`src/rtl/pgw_pkg.sv`:
```
package pgw_pkg;

  // Flag bit positions inside a translation entry
  localparam int unsigned FLG_PRESENT  = 0;
  localparam int unsigned FLG_WRITE    = 1;
  localparam int unsigned FLG_USER     = 2;
  localparam int unsigned FLG_ACCESSED = 5;
  localparam int unsigned FLG_DIRTY    = 6;

  typedef enum logic [1:0] {
    CAUSE_NONE   = 2'b00,
    CAUSE_ABSENT = 2'b01,
    CAUSE_WPROT  = 2'b10,
    CAUSE_UPRIV  = 2'b11
  } cause_e;

  typedef struct packed {
    logic   tbl_level;
    cause_e cause;
  } fcode_t;

  typedef enum logic [2:0] {
    WS_IDLE,
    WS_DIR_RD,
    WS_TBL_RD,
    WS_DIR_WB,
    WS_TBL_WB,
    WS_DONE
  } wstate_e;

endpackage

```
`src/rtl/pgw_root_reg.sv`:
```
module pgw_root_reg #(
  parameter int unsigned FRAME_W = 20,
  parameter int unsigned RING_W  = 2
) (
  input  logic               clk,
  input  logic               rst_n,
  input  logic               wr_en,
  input  logic [FRAME_W-1:0] wr_frame,
  input  logic [RING_W-1:0]  wr_ring,
  output logic [FRAME_W-1:0] root_frame,
  output logic               denied
);

  logic priv_ok;
  logic load_en;
  logic denied_d;

  assign priv_ok  = (wr_ring == '0);
  assign load_en  = wr_en && priv_ok;
  assign denied_d = wr_en && !priv_ok;

  always_ff @(posedge clk or negedge rst_n) begin
    if (!rst_n) begin
      root_frame <= '0;
    end else if (load_en) begin
      root_frame <= wr_frame;
    end
  end

  always_ff @(posedge clk or negedge rst_n) begin
    if (!rst_n) begin
      denied <= 1'b0;
    end else begin
      denied <= denied_d;
    end
  end

  // unprivileged writes leave the root alone and raise the flag
  a_r3_refuse_unpriv: assert property (@(posedge clk) disable iff (!rst_n)
    (wr_en && (wr_ring != '0)) |=> ($stable(root_frame) && denied));

  // ring-0 writes land and are not flagged
  a_r3_accept_ring0: assert property (@(posedge clk) disable iff (!rst_n)
    (wr_en && (wr_ring == '0)) |=> ((root_frame == $past(wr_frame)) && !denied));

endmodule

```
`src/rtl/pgw_perm_check.sv`:
```
module pgw_perm_check
  import pgw_pkg::*;
#(
  parameter int unsigned ENT_W = 32
) (
  input  logic [ENT_W-1:0] dir_ent,
  input  logic [ENT_W-1:0] tbl_ent,
  input  logic             is_write,
  input  logic             is_user,
  output logic             perm_fault,
  output fcode_t           perm_code,
  output logic             dir_wb,
  output logic             tbl_wb,
  output logic [ENT_W-1:0] dir_wdata,
  output logic [ENT_W-1:0] tbl_wdata
);

  localparam logic [ENT_W-1:0] MASK_A = ENT_W'(1) << FLG_ACCESSED;
  localparam logic [ENT_W-1:0] MASK_D = ENT_W'(1) << FLG_DIRTY;

  logic dir_user_miss;
  logic tbl_user_miss;
  logic dir_wr_miss;
  logic tbl_wr_miss;

  assign dir_user_miss = is_user  && !dir_ent[FLG_USER];
  assign tbl_user_miss = is_user  && !tbl_ent[FLG_USER];
  assign dir_wr_miss   = is_write && !dir_ent[FLG_WRITE];
  assign tbl_wr_miss   = is_write && !tbl_ent[FLG_WRITE];

  // Privilege failures outrank write-protect failures; directory outranks table
  always_comb begin
    perm_fault = 1'b1;
    perm_code  = '{tbl_level: 1'b0, cause: CAUSE_NONE};
    if (dir_user_miss) begin
      perm_code = '{tbl_level: 1'b0, cause: CAUSE_UPRIV};
    end else if (tbl_user_miss) begin
      perm_code = '{tbl_level: 1'b1, cause: CAUSE_UPRIV};
    end else if (dir_wr_miss) begin
      perm_code = '{tbl_level: 1'b0, cause: CAUSE_WPROT};
    end else if (tbl_wr_miss) begin
      perm_code = '{tbl_level: 1'b1, cause: CAUSE_WPROT};
    end else begin
      perm_fault = 1'b0;
    end
  end

  // Accessed/dirty update words: only the tracking bits are forced on
  assign dir_wb    = !dir_ent[FLG_ACCESSED];
  assign tbl_wb    = !tbl_ent[FLG_ACCESSED] || (is_write && !tbl_ent[FLG_DIRTY]);
  assign dir_wdata = dir_ent | MASK_A;
  assign tbl_wdata = tbl_ent | MASK_A | (is_write ? MASK_D : '0);

endmodule

```
`src/rtl/pgw_walk_fsm.sv`:
```
module pgw_walk_fsm
  import pgw_pkg::*;
#(
  parameter int unsigned VA_W   = 32,
  parameter int unsigned DIR_W  = 10,
  parameter int unsigned TBL_W  = 10,
  parameter int unsigned OFS_W  = 12,
  parameter int unsigned RING_W = 2,
  localparam int unsigned FRAME_W = VA_W - OFS_W,
  localparam int unsigned ENT_W   = VA_W
) (
  input  logic               clk,
  input  logic               rst_n,
  input  logic               req_valid,
  input  logic [VA_W-1:0]    req_vaddr,
  input  logic               req_write,
  input  logic [RING_W-1:0]  req_ring,
  output logic               req_ready,
  input  logic [FRAME_W-1:0] root_frame,
  output logic               mem_req,
  output logic               mem_we,
  output logic [ENT_W-1:0]   mem_addr,
  output logic [ENT_W-1:0]   mem_wdata,
  input  logic               mem_ack,
  input  logic [ENT_W-1:0]   mem_rdata,
  output logic [ENT_W-1:0]   chk_dir_ent,
  output logic [ENT_W-1:0]   chk_tbl_ent,
  output logic               chk_write,
  output logic               chk_user,
  input  logic               chk_fault,
  input  fcode_t             chk_code,
  input  logic               chk_dir_wb,
  input  logic               chk_tbl_wb,
  input  logic [ENT_W-1:0]   chk_dir_wdata,
  input  logic [ENT_W-1:0]   chk_tbl_wdata,
  output logic               done_valid,
  output logic               done_fault,
  output logic [2:0]         done_fcode,
  output logic [VA_W-1:0]    done_paddr
);

  localparam int unsigned IDX_SH = 2;  // four bytes per entry

  wstate_e              state_q, state_d;
  logic [VA_W-1:0]      va_q;
  logic                 wr_q;
  logic                 user_q;
  logic [FRAME_W-1:0]   root_lat_q;
  logic [ENT_W-1:0]     pde_q;
  logic [ENT_W-1:0]     pte_q;
  logic                 fault_q, fault_d;
  fcode_t               code_q, code_d;
  logic [VA_W-1:0]      pa_q, pa_d;

  logic                 accept_en;
  logic                 pde_en;
  logic                 pte_en;
  logic                 res_en;
  logic [ENT_W-1:0]     dir_addr;
  logic [ENT_W-1:0]     tbl_addr;

  assign accept_en = (state_q == WS_IDLE) && req_valid;
  assign pde_en    = (state_q == WS_DIR_RD) && mem_ack;
  assign pte_en    = (state_q == WS_TBL_RD) && mem_ack;

  assign dir_addr = {root_lat_q, {OFS_W{1'b0}}}
                  + (ENT_W'(va_q[VA_W-1 -: DIR_W]) << IDX_SH);
  assign tbl_addr = {pde_q[ENT_W-1 -: FRAME_W], {OFS_W{1'b0}}}
                  + (ENT_W'(va_q[OFS_W +: TBL_W]) << IDX_SH);

  // Permission checker sees the fresh table word in the read cycle
  assign chk_dir_ent = pde_q;
  assign chk_tbl_ent = (state_q == WS_TBL_RD) ? mem_rdata : pte_q;
  assign chk_write   = wr_q;
  assign chk_user    = user_q;

  // Next-state and result logic
  always_comb begin
    state_d = state_q;
    res_en  = 1'b0;
    fault_d = fault_q;
    code_d  = code_q;
    pa_d    = pa_q;
    unique case (state_q)
      WS_IDLE: begin
        if (req_valid) begin
          state_d = WS_DIR_RD;
          res_en  = 1'b1;
          fault_d = 1'b0;
          code_d  = '{tbl_level: 1'b0, cause: CAUSE_NONE};
          pa_d    = '0;
        end
      end
      WS_DIR_RD: begin
        if (mem_ack) begin
          if (!mem_rdata[FLG_PRESENT]) begin
            state_d = WS_DONE;
            res_en  = 1'b1;
            fault_d = 1'b1;
            code_d  = '{tbl_level: 1'b0, cause: CAUSE_ABSENT};
          end else begin
            state_d = WS_TBL_RD;
          end
        end
      end
      WS_TBL_RD: begin
        if (mem_ack) begin
          res_en = 1'b1;
          if (!mem_rdata[FLG_PRESENT]) begin
            state_d = WS_DONE;
            fault_d = 1'b1;
            code_d  = '{tbl_level: 1'b1, cause: CAUSE_ABSENT};
          end else if (chk_fault) begin
            state_d = WS_DONE;
            fault_d = 1'b1;
            code_d  = chk_code;
          end else begin
            pa_d = {mem_rdata[ENT_W-1 -: FRAME_W], va_q[OFS_W-1:0]};
            if (chk_dir_wb) begin
              state_d = WS_DIR_WB;
            end else if (chk_tbl_wb) begin
              state_d = WS_TBL_WB;
            end else begin
              state_d = WS_DONE;
            end
          end
        end
      end
      WS_DIR_WB: begin
        if (mem_ack) begin
          state_d = chk_tbl_wb ? WS_TBL_WB : WS_DONE;
        end
      end
      WS_TBL_WB: begin
        if (mem_ack) begin
          state_d = WS_DONE;
        end
      end
      WS_DONE: begin
        state_d = WS_IDLE;
      end
      default: begin
        state_d = WS_IDLE;
      end
    endcase
  end

  // Registers
  always_ff @(posedge clk or negedge rst_n) begin
    if (!rst_n) begin
      state_q <= WS_IDLE;
    end else begin
      state_q <= state_d;
    end
  end

  always_ff @(posedge clk or negedge rst_n) begin
    if (!rst_n) begin
      va_q       <= '0;
      wr_q       <= 1'b0;
      user_q     <= 1'b0;
      root_lat_q <= '0;
    end else if (accept_en) begin
      va_q       <= req_vaddr;
      wr_q       <= req_write;
      user_q     <= (req_ring == '1);
      root_lat_q <= root_frame;
    end
  end

  always_ff @(posedge clk or negedge rst_n) begin
    if (!rst_n) begin
      pde_q <= '0;
    end else if (pde_en) begin
      pde_q <= mem_rdata;
    end
  end

  always_ff @(posedge clk or negedge rst_n) begin
    if (!rst_n) begin
      pte_q <= '0;
    end else if (pte_en) begin
      pte_q <= mem_rdata;
    end
  end

  always_ff @(posedge clk or negedge rst_n) begin
    if (!rst_n) begin
      fault_q <= 1'b0;
      code_q  <= '{tbl_level: 1'b0, cause: CAUSE_NONE};
      pa_q    <= '0;
    end else if (res_en) begin
      fault_q <= fault_d;
      code_q  <= code_d;
      pa_q    <= pa_d;
    end
  end

  // Memory port
  always_comb begin
    mem_req   = (state_q == WS_DIR_RD) || (state_q == WS_TBL_RD) ||
                (state_q == WS_DIR_WB) || (state_q == WS_TBL_WB);
    mem_we    = (state_q == WS_DIR_WB) || (state_q == WS_TBL_WB);
    mem_addr  = ((state_q == WS_DIR_RD) || (state_q == WS_DIR_WB)) ? dir_addr : tbl_addr;
    mem_wdata = (state_q == WS_DIR_WB) ? chk_dir_wdata :
                (state_q == WS_TBL_WB) ? chk_tbl_wdata : '0;
  end

  assign req_ready  = (state_q == WS_IDLE);
  assign done_valid = (state_q == WS_DONE);
  assign done_fault = fault_q;
  assign done_fcode = code_q;
  assign done_paddr = fault_q ? '0 : pa_q;

  // a pending request holds still until acknowledged
  a_r10_hold_request: assert property (@(posedge clk) disable iff (!rst_n)
    (mem_req && !mem_ack) |=> (mem_req && $stable(mem_addr) && $stable(mem_we) && $stable(mem_wdata)));

  // no memory traffic while the walker advertises readiness
  a_r10_ready_idle: assert property (@(posedge clk) disable iff (!rst_n)
    req_ready |-> !mem_req);

  // result strobe lasts one cycle
  a_r11_done_pulse: assert property (@(posedge clk) disable iff (!rst_n)
    done_valid |=> !done_valid);

  // a reported fault always names a cause
  a_r4_fault_has_cause: assert property (@(posedge clk) disable iff (!rst_n)
    (done_valid && done_fault) |-> (done_fcode[1:0] != 2'b00));

  // a clean translation carries a zero code
  a_r2_clean_code: assert property (@(posedge clk) disable iff (!rst_n)
    (done_valid && !done_fault) |-> (done_fcode == 3'b000));

  // write-backs only follow a walk that found no fault
  a_r8_wb_only_clean: assert property (@(posedge clk) disable iff (!rst_n)
    mem_we |-> !fault_q);

  // a written-back word is present and marked accessed
  a_r9_wb_word: assert property (@(posedge clk) disable iff (!rst_n)
    (mem_req && mem_we) |-> (mem_wdata[FLG_PRESENT] && mem_wdata[FLG_ACCESSED]));

endmodule

```
`src/rtl/pgw_top.sv`:
```
module pgw_top
  import pgw_pkg::*;
#(
  parameter int unsigned VA_W   = 32,
  parameter int unsigned DIR_W  = 10,
  parameter int unsigned TBL_W  = 10,
  parameter int unsigned OFS_W  = 12,
  parameter int unsigned RING_W = 2,
  localparam int unsigned FRAME_W = VA_W - OFS_W
) (
  input  logic               clk,
  input  logic               rst_n,
  input  logic               root_wr_en,
  input  logic [FRAME_W-1:0] root_wr_frame,
  input  logic [RING_W-1:0]  root_wr_ring,
  output logic               root_wr_denied,
  input  logic               req_valid,
  input  logic [VA_W-1:0]    req_vaddr,
  input  logic               req_write,
  input  logic [RING_W-1:0]  req_ring,
  output logic               req_ready,
  output logic               mem_req,
  output logic               mem_we,
  output logic [VA_W-1:0]    mem_addr,
  output logic [VA_W-1:0]    mem_wdata,
  input  logic               mem_ack,
  input  logic [VA_W-1:0]    mem_rdata,
  output logic               done_valid,
  output logic               done_fault,
  output logic [2:0]         done_fcode,
  output logic [VA_W-1:0]    done_paddr
);

  // Reset: asserted at once, released on a clock edge after two stages
  logic [1:0] rst_pipe_q;
  logic       rst_int_n;

  always_ff @(posedge clk or negedge rst_n) begin
    if (!rst_n) begin
      rst_pipe_q <= 2'b00;
    end else begin
      rst_pipe_q <= {rst_pipe_q[0], 1'b1};
    end
  end
  assign rst_int_n = rst_pipe_q[1];

  logic [FRAME_W-1:0] root_frame;
  logic [VA_W-1:0]    chk_dir_ent;
  logic [VA_W-1:0]    chk_tbl_ent;
  logic               chk_write;
  logic               chk_user;
  logic               chk_fault;
  fcode_t             chk_code;
  logic               chk_dir_wb;
  logic               chk_tbl_wb;
  logic [VA_W-1:0]    chk_dir_wdata;
  logic [VA_W-1:0]    chk_tbl_wdata;

  pgw_root_reg #(
    .FRAME_W (FRAME_W),
    .RING_W  (RING_W)
  ) u_root (
    .clk        (clk),
    .rst_n      (rst_int_n),
    .wr_en      (root_wr_en),
    .wr_frame   (root_wr_frame),
    .wr_ring    (root_wr_ring),
    .root_frame (root_frame),
    .denied     (root_wr_denied)
  );

  pgw_perm_check #(
    .ENT_W (VA_W)
  ) u_perm (
    .dir_ent    (chk_dir_ent),
    .tbl_ent    (chk_tbl_ent),
    .is_write   (chk_write),
    .is_user    (chk_user),
    .perm_fault (chk_fault),
    .perm_code  (chk_code),
    .dir_wb     (chk_dir_wb),
    .tbl_wb     (chk_tbl_wb),
    .dir_wdata  (chk_dir_wdata),
    .tbl_wdata  (chk_tbl_wdata)
  );

  pgw_walk_fsm #(
    .VA_W   (VA_W),
    .DIR_W  (DIR_W),
    .TBL_W  (TBL_W),
    .OFS_W  (OFS_W),
    .RING_W (RING_W)
  ) u_walk (
    .clk           (clk),
    .rst_n         (rst_int_n),
    .req_valid     (req_valid),
    .req_vaddr     (req_vaddr),
    .req_write     (req_write),
    .req_ring      (req_ring),
    .req_ready     (req_ready),
    .root_frame    (root_frame),
    .mem_req       (mem_req),
    .mem_we        (mem_we),
    .mem_addr      (mem_addr),
    .mem_wdata     (mem_wdata),
    .mem_ack       (mem_ack),
    .mem_rdata     (mem_rdata),
    .chk_dir_ent   (chk_dir_ent),
    .chk_tbl_ent   (chk_tbl_ent),
    .chk_write     (chk_write),
    .chk_user      (chk_user),
    .chk_fault     (chk_fault),
    .chk_code      (chk_code),
    .chk_dir_wb    (chk_dir_wb),
    .chk_tbl_wb    (chk_tbl_wb),
    .chk_dir_wdata (chk_dir_wdata),
    .chk_tbl_wdata (chk_tbl_wdata),
    .done_valid    (done_valid),
    .done_fault    (done_fault),
    .done_fcode    (done_fcode),
    .done_paddr    (done_paddr)
  );

endmodule

```
`config.mk`:
```
export PLATFORM = sky130hd
export DESIGN_NAME = pgw_top
export DESIGN_NICKNAME = d
export VERILOG_FILES = /design/src/rtl/pgw_pkg.sv /design/src/rtl/pgw_root_reg.sv /design/src/rtl/pgw_perm_check.sv /design/src/rtl/pgw_walk_fsm.sv /design/src/rtl/pgw_top.sv
export SDC_FILE = /design/constraint.sdc
export NUM_CORES = 1
export LEC_CHECK = 0
export CORE_MARGIN = 5
export CORE_UTILIZATION = 30
export CTS_BUF_LIST = sky130_fd_sc_hd__clkbuf_16
export DETAILED_ROUTE_END_ITERATION = 8
export DONT_BUFFER_PORTS = 1
export PLACE_DENSITY = 0.56
export SETUP_SLACK_MARGIN = 0.2
export SLEW_MARGIN = 10
export SYNTH_ARGS = -nofsm -noshare
export SYNTH_HDL_FRONTEND = slang
export SYNTH_SLANG_ARGS = --single-unit
```
`constraint.sdc`:
```
create_clock -name clk -period 14.9 [get_ports clk]
set_clock_uncertainty 0.05 [all_clocks]
set_input_delay 0 -clock clk [delete_from_list [all_inputs] [get_ports clk]]
set_output_delay 0 -clock clk [all_outputs]
set_load 0.02 [all_outputs]
```
[After elaboration in Yosys (flattened, before gate mapping)]
Cells that the tools add are included.
Storage, ports and cells
  register bits after elaboration: 180
  bits of input ports: 94
  output and inout bits: 105
  word-level logic and storage cells: 111
Operators by class
  add/sub/neg operators: 2
  eq/ne operators: 15
  multiplexer cells: 49
  bitwise gates (word level): 1
  reduce and logical (&&, ||, !) cells: 30
Operators by type and width (number)
  $mux W32: 9
  $add A32 B12 Y32: 2
  $pmux W32 S2: 1
  $mux W3: 19
  $or A32 B32 Y32: 1
  $ne A2 B2 Y1 const B: 8
  $mux W1: 15
  $pmux W3 S5: 1
  $logic_and A1 B1 Y1: 10
  $pmux W3 S3: 1
  $logic_not A1 Y1: 7
  $mux W7: 1
  $reduce_and A7 Y1: 1
  $eq A3 B2 Y1 const B: 2
  $eq A3 B3 Y1 const B: 2
  $logic_or A1 B1 Y1: 6
  $pmux W1 S3: 2
  $reduce_and A6 Y1: 1
  $reduce_and A5 Y1: 1
  $eq A3 B1 Y1 const B: 1
  $logic_not A3 Y1: 1
  $ne A3 B3 Y1 const B: 1
  $reduce_bool A3 Y1: 1
  $eq A2 B2 Y1 const B: 1
  2 further kinds: 2

[Logic depth before layout (Yosys ltp)]
Gate-level depths: netlist (run 1).
  depth in word-level cells: 12
  mapped depth: 7
  depth with buffers taken out: 5

[By module]
A second synthesis (run 1) with hierarchy kept.
Second synthesis, totals
  cells, all modules: 789
  area, all modules: 8916.1 µm²
Modules (own cells, without submodules)
  pgw_walk_fsm: instances 1, cells an instance 665, area an instance 7512.2 µm², sequential area each 3928.8 µm²
  pgw_root_reg: instances 1, cells an instance 45, area an instance 799.5 µm², sequential area each 525.5 µm²
  pgw_perm_check: instances 1, cells an instance 76, area an instance 550.5 µm², sequential area each 0.0 µm²
  pgw_top: instances 1, cells an instance 3, area an instance 53.8 µm², sequential area each 50.0 µm²

[Worst setup path before layout (run 1)]
OpenSTA, ideal clock, no wires.
  kind: register to register
  from: register u_walk.state_q[0]
  to: register u_walk.fault_q, in the netlist u_walk.done_fault
  arrival time: 1970 ps
  data required time: 14712 ps
  setup slack: 12742 ps
  cell stages (with the launch flop): 7
  path through: dfrtp_1 buf_2 nor3_1 nand2_1 buf_2 clkbuf_1 a21boi_1
Between the ends
  elaborated cells on any way between the ends: 21
  classes of those cells: eq/ne (7); mux (7); reduce/logical (7)
RTL lines
  start, declared: line pgw_walk_fsm.sv:44  | wstate_e state_q, state_d;
  start signal, assigned: line pgw_walk_fsm.sv:153  | state_q <= state_d;
  $logic_not A3 Y1 *
  net req_ready: line pgw_top.sv:21  | output logic req_ready,
  $pmux W1 S3 (tied with other cells): line pgw_walk_fsm.sv:84  | unique case (state_q)
  $reduce_and A7 Y1 (no source line)
  end signal, assigned: line pgw_walk_fsm.sv:193  | fault_q <= fault_d;
  end, declared: line pgw_walk_fsm.sv:51  | logic fault_q, fault_d;
The timed path passes the listed nets; every way through them passes the cells marked *.
A chain may end at the register's enable or synchronous reset.

[Final worst setup path (run 1)]
  from: register u_walk.state_q[0]
  to: register u_walk.pa_q[27]
Between the ends
  cells in the longest elaborated chain, start to end: 10
  elaborated cells on any way between the ends: 20
  classes of those cells: eq/ne (6); mux (7); reduce/logical (7)
RTL lines
  $eq A3 B2 Y1: line pgw_walk_fsm.sv:73, pgw_walk_fsm.sv:84
  $mux W32: line pgw_walk_fsm.sv:73  | assign chk_tbl_ent = (state_q == WS_TBL_RD) ? mem_rdata : pte_q;
  $logic_not A1 Y1: line pgw_perm_check.sv:29  | assign tbl_wr_miss = is_write && !tbl_ent[FLG_WRITE];
  $logic_and A1 B1 Y1: line pgw_perm_check.sv:29
  $mux W1: line pgw_perm_check.sv:41  | end else if (tbl_wr_miss) begin
  $mux W1: line pgw_perm_check.sv:39  | end else if (dir_wr_miss) begin
  $mux W1: line pgw_perm_check.sv:37  | end else if (tbl_user_miss) begin
  $mux W1: line pgw_perm_check.sv:35  | if (dir_user_miss) begin
  $ne A2 B2 Y1 (no source line)
  $reduce_and A6 Y1 (no source line)
  end signal, assigned: line pgw_walk_fsm.sv:195  | pa_q <= pa_d;
  end, declared: line pgw_walk_fsm.sv:53  | logic [VA_W-1:0] pa_q, pa_d;
Parallel ways exist; a longest one is shown, timed or not.

==> key figures, run 1 <==
Floorplanning
  – Die X: 173.4 um
  – Initial Util: 30.58%
  – IO Pins: 199
  – Die Y-Extent: 173.4 um
  – Core Footprint: 0.02621 mm2
  – Total die area: 0.03008 mm2
  – FP Rows: 59

Critical path
  – Worst Path Required: 15150 ps
  – Critical path type: reg2reg
  – Worst path cell trace: nor4bb_1, a211oi_2, nor4_4, buf_4, and2_4, o21ai_1, dlygate4sd3_1
  – CP max stage delay: 580 ps
  – Worst r2r src: u_walk.state_q[0]
  – Sum of buffers and inverters on the critical path: 2
  – Critical path capture point type: flop
  – Worst reg2reg endpoint: u_walk.pa_q[27]
  – Reg2Reg Depth: 7
  – R2R setup slack: 11620 ps
  – Critical Path Source Type: flop
  – Crit path DAT: 3530 ps
  – CP Max Fanout: 35
  – CP delay by family, top: simple AND/OR/NAND/NOR gates
  – Slowest CP cell: dlygate4sd3_1

Min path
  – Hold path depth: 3
  – Worst Hold Endpoint: u_walk.state_q[0]
  – Worst hold path class: in2reg
  – HP Start: mem_rdata[5]

Power and ir drop
  – LEAKAGE: 4.146 nW
  – PD cells: 200.6 mW/mm2
  – Maximum vdd drop: 0.07045 mV
  – Power consumption: 1.988 mW

Yosys
  – Ranking of synthesized cells by area: dfrtp_1 56%, mux2_2 23%, a22o_1 3.4%
  – Largest area contributor in the netlist: dfrtp_1
  – Synth warn: 0
  – EDFF count, synth: 0
  – Synthesized flop and latch total: 180
  – Post-Syn Area: 0.008014 mm2
  – Yosys top cell area share: 56.21%
  – Commonest cells in the netlist: 180 x dfrtp_1, 161 x mux2_2, 47 x nand2_1
  – Distinct cells, synth: 49
  – Async S/R FF share, synth: 100.0%
  – Top_reg_cell synth: dfrtp_1
  – Most numerous cell in the Yosys netlist: dfrtp_1
  – Seq/Total Area, Yosys: 56.21%
  – Syn_area_per_cell: 12.72 um2
  – Synth Instances: 630

CTS
  – Root buf cell: clkbuf_16
  – TritonCTS clock tree: done
  – Clk_lat worst skew: 420 ps
  – Clock buffer count from CTS: 17
  – Max Root-Sink Buffers: 2
  – H-Tree Level Count: 4
  – Clock Sinks: 180
  – Clock-pin slew on the worst setup and hold paths: 70 ps

Route
  – Via count: 5233
  – Drt total wl: 21390 um
  – Detailed-router iteration count before antenna repair: 4
  – DR vias/cell: 4.923
  – Antenna Violating Nets Remaining: 0
  – DR WL/cell: 20.12 um
  – DR iter-0 viols: 258
  – # DRC: 0

STA
  – Fmax: 304.8 MHz
  – Max Slew Vio Count: 0
  – Min cycle time layout: 3281 ps
  – Unrepaired setup endpoints after global routing: false
  – Relative slew slack: 31.09%
  – Slew @ Worst Pin: 1034 ps
  – Period utilization: 22.02%
  – Setup tns final: 0 ps
  – Final setup viols: 0
  – Final hold vios: 0

Global route
  – Initial antenna violation count: 1
  – Vias in the first global route: 5628
  – First-pass GRT wire length: 33830 um
  – Gr ovfl total: 0
  – Largest net degree at the start of global routing: 74
  – Total track usage: 14.35%

Cells and area
  – Synth-to-Final Area Change: 23.65%
  – Area occupied by multi-input gates: 0.003282 mm2
  – Layout cell share with drive strength beyond 1: 29.44%
  – Nets: 809
  – Final Util: 37.81%
  – # fillers: 2540
  – Post-Layout Cell Count: 1063
  – Register Area: 0.004509 mm2

Placement
  – PortBufs: 0
  – Post-DP HPWL: 13510 um
  – Placer Congestion: 0.7377
  – # placed instances: 925

Flow run
  – Max Cap Viol: 0

Outcome
  – Status: finished, final reports clean
layout make-up:
type,instances,area share (%)
Sequential cell,180,45.51
Inverter,8,0.3030
Clock inverter,14,1.288
Tap cell,335,4.230
Multi-Input combinational cell,395,33.12
Clock buffer,17,4.293
Antenna cell,1,0.02525
Timing Repair Buffer,113,11.24
where the power goes:
group | total, mW | switching, mW | internal [mW]
clock network | 0.436 | 0.204 | 0.232
registers | 0.830 | 0.149 | 0.682
logic | 0.722 | 0.400 | 0.322
through the flow:
step / hold WS (ps) / setup WS (ps) / instance area [um2]
finish: 38.17 / 11620 / 9910
global route: 28.35 / 11410 / 9910
CTS: 12.36 / 11570 / 9907
detailed placement: -345.5 / 11950 / 8293
global placement: -345.5 / 11950 / 8293
floorplan: -345.6 / 9463 / 8018
routing by layer:
metal,share of wire (%),GRT usage [%],routed length (um),vias up
met5,0,0,0,-
met4,2.4,5.188,510,0
met3,5.9,4.820,1267,25
met2,49,23.84,10530,119
met1,42,17.40,9076,2700
li1,-,-,-,2389
sequential cells by signal, summed over array words and instances, names as in the netlist:
| name | count |
|---|---|
| u_walk.chk_user | 1 |
| u_walk.root_lat_q | 20 |
| u_walk.chk_dir_ent | 32 |
| u_walk.pa_q | 32 |
| u_walk.done_fcode | 3 |
| u_walk.pte_q | 32 |
| u_walk.done_fault | 1 |
| u_walk.chk_write | 1 |
| u_root.root_frame | 20 |
| rst_pipe_q | 2 |
| u_walk.state_q | 3 |
| u_walk.va_q | 32 |
| u_root.denied | 1 |
tightest hold or removal path: stages:
cell and delay, ps:
mux2i_1 160, a311oi_1 90, a211o_1 220
timing repair:
| action | in CTS | in global routing |
|---|---|---|
| setup buffers | 0 | 0 |
| resized for setup | 0 | 0 |
| hold endpoints to repair | 148 | 0 |
| hold buffers | 106 | 0 |
placed cells by master, fill, tap and decap left out, types with 2 or more instances in the layout:
master	Yosys	final
nor4_4	1	2
inv_1	8	8
nand2_1	47	46
nand3_1	32	32
clkinv_2	0	2
dlygate4sd3_1	0	106
nor2b_1	35	35
clkinv_4	0	2
o21ai_0	2	2
dfrtp_1	180	178
clkinv_1	0	2
mux2_1	5	5
buf_4	4	7
a31oi_1	3	3
inv_6	0	5
a22o_1	31	31
clkbuf_16	0	17
conb_1	2	3
and2_2	0	2
mux2_2	161	161
o21ai_1	36	36
nor2_1	5	4
how the worst max path moves through the flow:
stage / from / end / slack (ps) / cells past startpoint
after global placement: u_walk.state_q[0] / u_walk.va_q[2] / 11950 / 4
after floorplan: rst_pipe_q[1] / u_root.denied / 9460 / 0
after detailed placement: u_walk.state_q[0] / u_walk.va_q[30] / 11950 / 4
after CTS: u_walk.state_q[0] / mem_wdata[13] / 11570 / 3
after global routing: u_walk.state_q[0] / u_walk.pa_q[23] / 11410 / 7
final: u_walk.state_q[0] / u_walk.pa_q[27] / 11620 / 7
cell families (layout without fill, tap and decap cells):
logic type	after synthesis	in the layout	share of synthesized area, %
AOI/OAI and AO/OA	85	85	7.463
buffers and inverters	56	152	3.310
DFF	180	180	56.21
other	2	4	0.09371
and+or+nand+nor	139	139	9.368
xor gates and xnor gates	1	1	0.1093
muxes	167	167	23.45
Note: power is estimated with default switching activity, not from simulation.
==> run 2, diff against run 1 <==
--- a/config.mk
+++ b/config.mk
@@ -10,7 +10,7 @@
 export CTS_BUF_LIST = sky130_fd_sc_hd__clkbuf_16
 export DETAILED_ROUTE_END_ITERATION = 8
 export DONT_BUFFER_PORTS = 1
-export PLACE_DENSITY = 0.56
+export PLACE_DENSITY = 0.57
 export SETUP_SLACK_MARGIN = 0.2
 export SLEW_MARGIN = 10
 export SYNTH_ARGS = -nofsm -noshare
==> constraint.sdc (replaced) <==
create_clock -name clk -period 2.8 [get_ports clk]
set_clock_uncertainty 0.05 [all_clocks]
set_input_delay 0 -clock clk [delete_from_list [all_inputs] [get_ports clk]]
set_output_delay 0 -clock clk [all_outputs]
set_load 0.02 [all_outputs]
==> run 2 against run 1 <==
Compared with the run above:
- first-iteration DRC count is 23% lower
- sequential power grew to 5.3 times the previous value
- global-route usage down 0.29 points
- register-to-register slack worse by 11000 ps
- sequential cell count did not move
- critical path depth fell by 4
- die area unchanged
- routed wire length shrank 0.16%
- hold slack lost 16 ps
- clock-buffer cell count is the same
- sequential share of layout area shrank 0.14 points
- critical path type is now reg2out
- highest routed layer is now met5
==> key figures, run 2 (synthesis results as in run 1) <==
Outcome
  – Status: finished, final reports clean

Min path
  – HP Start: req_valid
  – Worst Hold Endpoint: u_walk.done_fcode[0]
  – Hold path depth: 4 (+1)
  – Worst hold path class: in2reg

STA
  – Final hold vios: 0 (unchanged)
  – Final WS setup: 450.4 ps (-11170 ps)
  – Relative slew slack: 47.14% (+16 points)
  – Slew @ Worst Pin: 792.8 ps (-240.7 ps)
  – Fmax: 425.6 MHz
  – Period utilization: 83.91%
  – Min cycle time layout: 2350 ps
  – Final setup viols: 0 (unchanged)
  – Setup tns final: 0 ps (unchanged)
  – Unrepaired setup endpoints after global routing: false
  – WHS: 22.11 ps (-16.06 ps)
  – Max Slew Vio Count: 0 (unchanged)

Global route
  – Initial antenna violation count: 2 (+1)
  – Total track usage: 14.05% (-0.29 points)
  – Largest net degree at the start of global routing: 54 (-27%)
  – First-pass GRT wire length: 33160 um (-2.0%)
  – Gr ovfl total: 0 (unchanged)
  – Vias in the first global route: 5479 (-2.6%)

Cells and area
  – Synth-to-Final Area Change: 24.04%
  – Nets: 807 (-0.25%)
  – # fillers: 2550 (+0.39%)
  – Most common cell after layout, fill and taps aside: dfrtp_1
  – Area occupied by multi-input gates: 0.003283 mm2 (about the same)
  – Register Area: 0.004509 mm2 (unchanged)
  – Most frequent cells in the layout: 178 x dfrtp_1, 161 x mux2_2, 93 x dlygate4sd3_1
  – Layout cell share with drive strength beyond 1: 30.99% (+1.6 points)
  – Finished Cell Area: 0.009941 mm2 (+0.32%)
  – Final Util: 37.93% (+0.12 points)

CTS
  – Clock buffer count from CTS: 17 (unchanged)
  – TritonCTS clock tree: done
  – H-Tree Level Count: 4 (unchanged)
  – Root buf cell: clkbuf_16
  – Clock-pin slew on the worst setup and hold paths: 70 ps (about the same)
  – Clk_lat worst skew: 420 ps (about the same)
  – Max Root-Sink Buffers: 2 (unchanged)
  – Clock Sinks: 180 (unchanged)

Power and ir drop
  – Sequential share of power: 41.6% (-0.2 points)
  – Switch share: 37.97% (+0.12 points)
  – PD cells: 1061 mW/mm2 (+430%)
  – LEAKAGE: 4.150 nW (about the same)
  – Net Sw Power: 4.006 mW (+430%)
  – Maximum vdd drop: 0.4592 mV (+550%)
  – Clk network pwr share: 21.0% (-0.9 points)
  – Comb power frac: 37.4% (+1.1 points)
  – Cell-internal power: 6.544 mW (+430%)

Critical path
  – CP Max Fanout: 31 (-11%)
  – Critical Path Source Type: flop
  – Critical path type: reg2out
  – Sum of buffers and inverters on the critical path: 1 (-1)
  – CP delay by family, top: flip-flops
  – Worst Path Required: 2750 ps (-12400 ps)
  – Critical path capture point type: output pin
  – Worst r2r src: u_walk.state_q[0]
  – Crit path DAT: 2300 ps (-1230 ps)
  – CP max stage delay: 660 ps (+80 ps)
  – R2R setup slack: 510 ps (-11110 ps)
  – Reg2Reg Depth: 4 (-3)
  – Worst path cell trace: nand2b_2, buf_4, mux2_2
  – Slowest CP cell: dfrtp_1
  – Worst reg2reg endpoint: u_walk.chk_dir_ent[8]

Floorplanning
  – Initial Util: 30.58% (unchanged)
  – Total die area: 0.03008 mm2 (unchanged)
  – FP Rows: 59 (unchanged)
  – Die Y-Extent: 173.4 um (unchanged)
  – Core Footprint: 0.02621 mm2 (unchanged)
  – IO Pins: 199 (unchanged)
  – Die X: 173.4 um (unchanged)

Route
  – Detailed-router iteration count before antenna repair: 4 (unchanged)
  – Drt total wl: 21350 um (-0.16%)
  – DR iter-0 viols: 199 (-23%)
  – Via count: 5228 (-0.096%)
  – DR vias/cell: 4.923 (about the same)
  – Antenna Violating Nets Remaining: 0 (unchanged)
  – # DRC: 0 (unchanged)
  – DR WL/cell: 20.11 um (about the same)

Placement
  – Dpl cell area: 0.008476 mm2 (+2.2%)
  – Post-DP HPWL: 14220 um (+5.3%)
  – Place WS: 538.1 ps (-11410 ps)
  – PortBufs: 0 (unchanged)
  – Placer Congestion: 0.7474 (+1.3%)

Flow run
  – Max Cap Viol: 0 (unchanged)
-- run 2: changes by cell type in the layout (fill, tap and decap cells not counted), moves of 2 or more --
cell,previous run,this run
inv_1,8,10
buf_4,7,10
buf_12,0,8
dlygate4sd3_1,106,93
-- run 2: power by group through the flow --
stage / registers, mW / logic, mW / clock network (mW)
global route: 4.53 / 4.22 / 2.41
detailed placement: 4.44 / 3.88 / 0
floorplan: 4.13 / 3.21 / 0
CTS: 4.39 / 4.00 / 2.30
global placement: 4.40 / 3.82 / 0
finish: 4.39 / 3.94 / 2.22
-- run 2: worst register-to-register path: cells and delay by family, from the launching register on --
family                 cells  cell delay (ps)
buffers and inverters      1              260
DFF                        1              700
muxes                      1              340
and+or+nand+nor            2              830
-- run 2: metrics by stage --
| step | std cells | power [mW] |
|---|---|---|
| 3_5_place_dp | 936 | 8.317 |
| 6_report | 1062 | 10.55 |
| 4_1_cts | 1061 | 10.70 |
| 2_1_floorplan | 631 | 7.346 |
| 5_1_grt | 1062 | 11.16 |
| 3_3_place_gp | 936 | 8.214 |
-- run 2: timing repair --
action,CTS,global route
gates resized for setup,0,1
buffers inserted,0,0
hold endpoints to repair,149,0
hold buffers,93,0
setup endpoints to repair,0,3
-- run 2: metal layers --
| layer | routed length (um) | share of wire [%] | GRT usage, % | vias to the layer above |
|---|---|---|---|---|
| li1 | - | - | - | 2401 |
| met1 | 9074 | 42 | 17.48 | 2674 |
| met2 | 10570 | 50 | 23.26 | 133 |
| met3 | 1391 | 6.5 | 4.864 | 18 |
| met4 | 302 | 1.4 | 4.024 | 2 |
| met5 | 11 | 0.052 | 0 | - |
-- run 2: worst max path at each step --
stage	slack [ps]	from	endpoint	depth (start not counted)
after global routing	340	u_walk.state_q[2]	mem_addr[31]	3
after CTS	260	u_walk.state_q[0]	mem_wdata[31]	3
after global placement	600	u_walk.state_q[0]	u_walk.pa_q[15]	5
after detailed placement	540	u_walk.state_q[0]	u_walk.pa_q[18]	5
after floorplan	640	u_walk.state_q[0]	u_walk.done_fault	6
final	450	u_walk.state_q[2]	mem_addr[31]	3
-- run 2: layout make-up --
class,instances,share of cell area [%]
clock buffer,17,4.279
antenna,1,0.02517
clock inverter,15,1.057
tap,335,4.216
multi-input combinational,395,33.03
inverter,8,0.3021
sequential,180,45.36
timing repair buffer,111,11.73
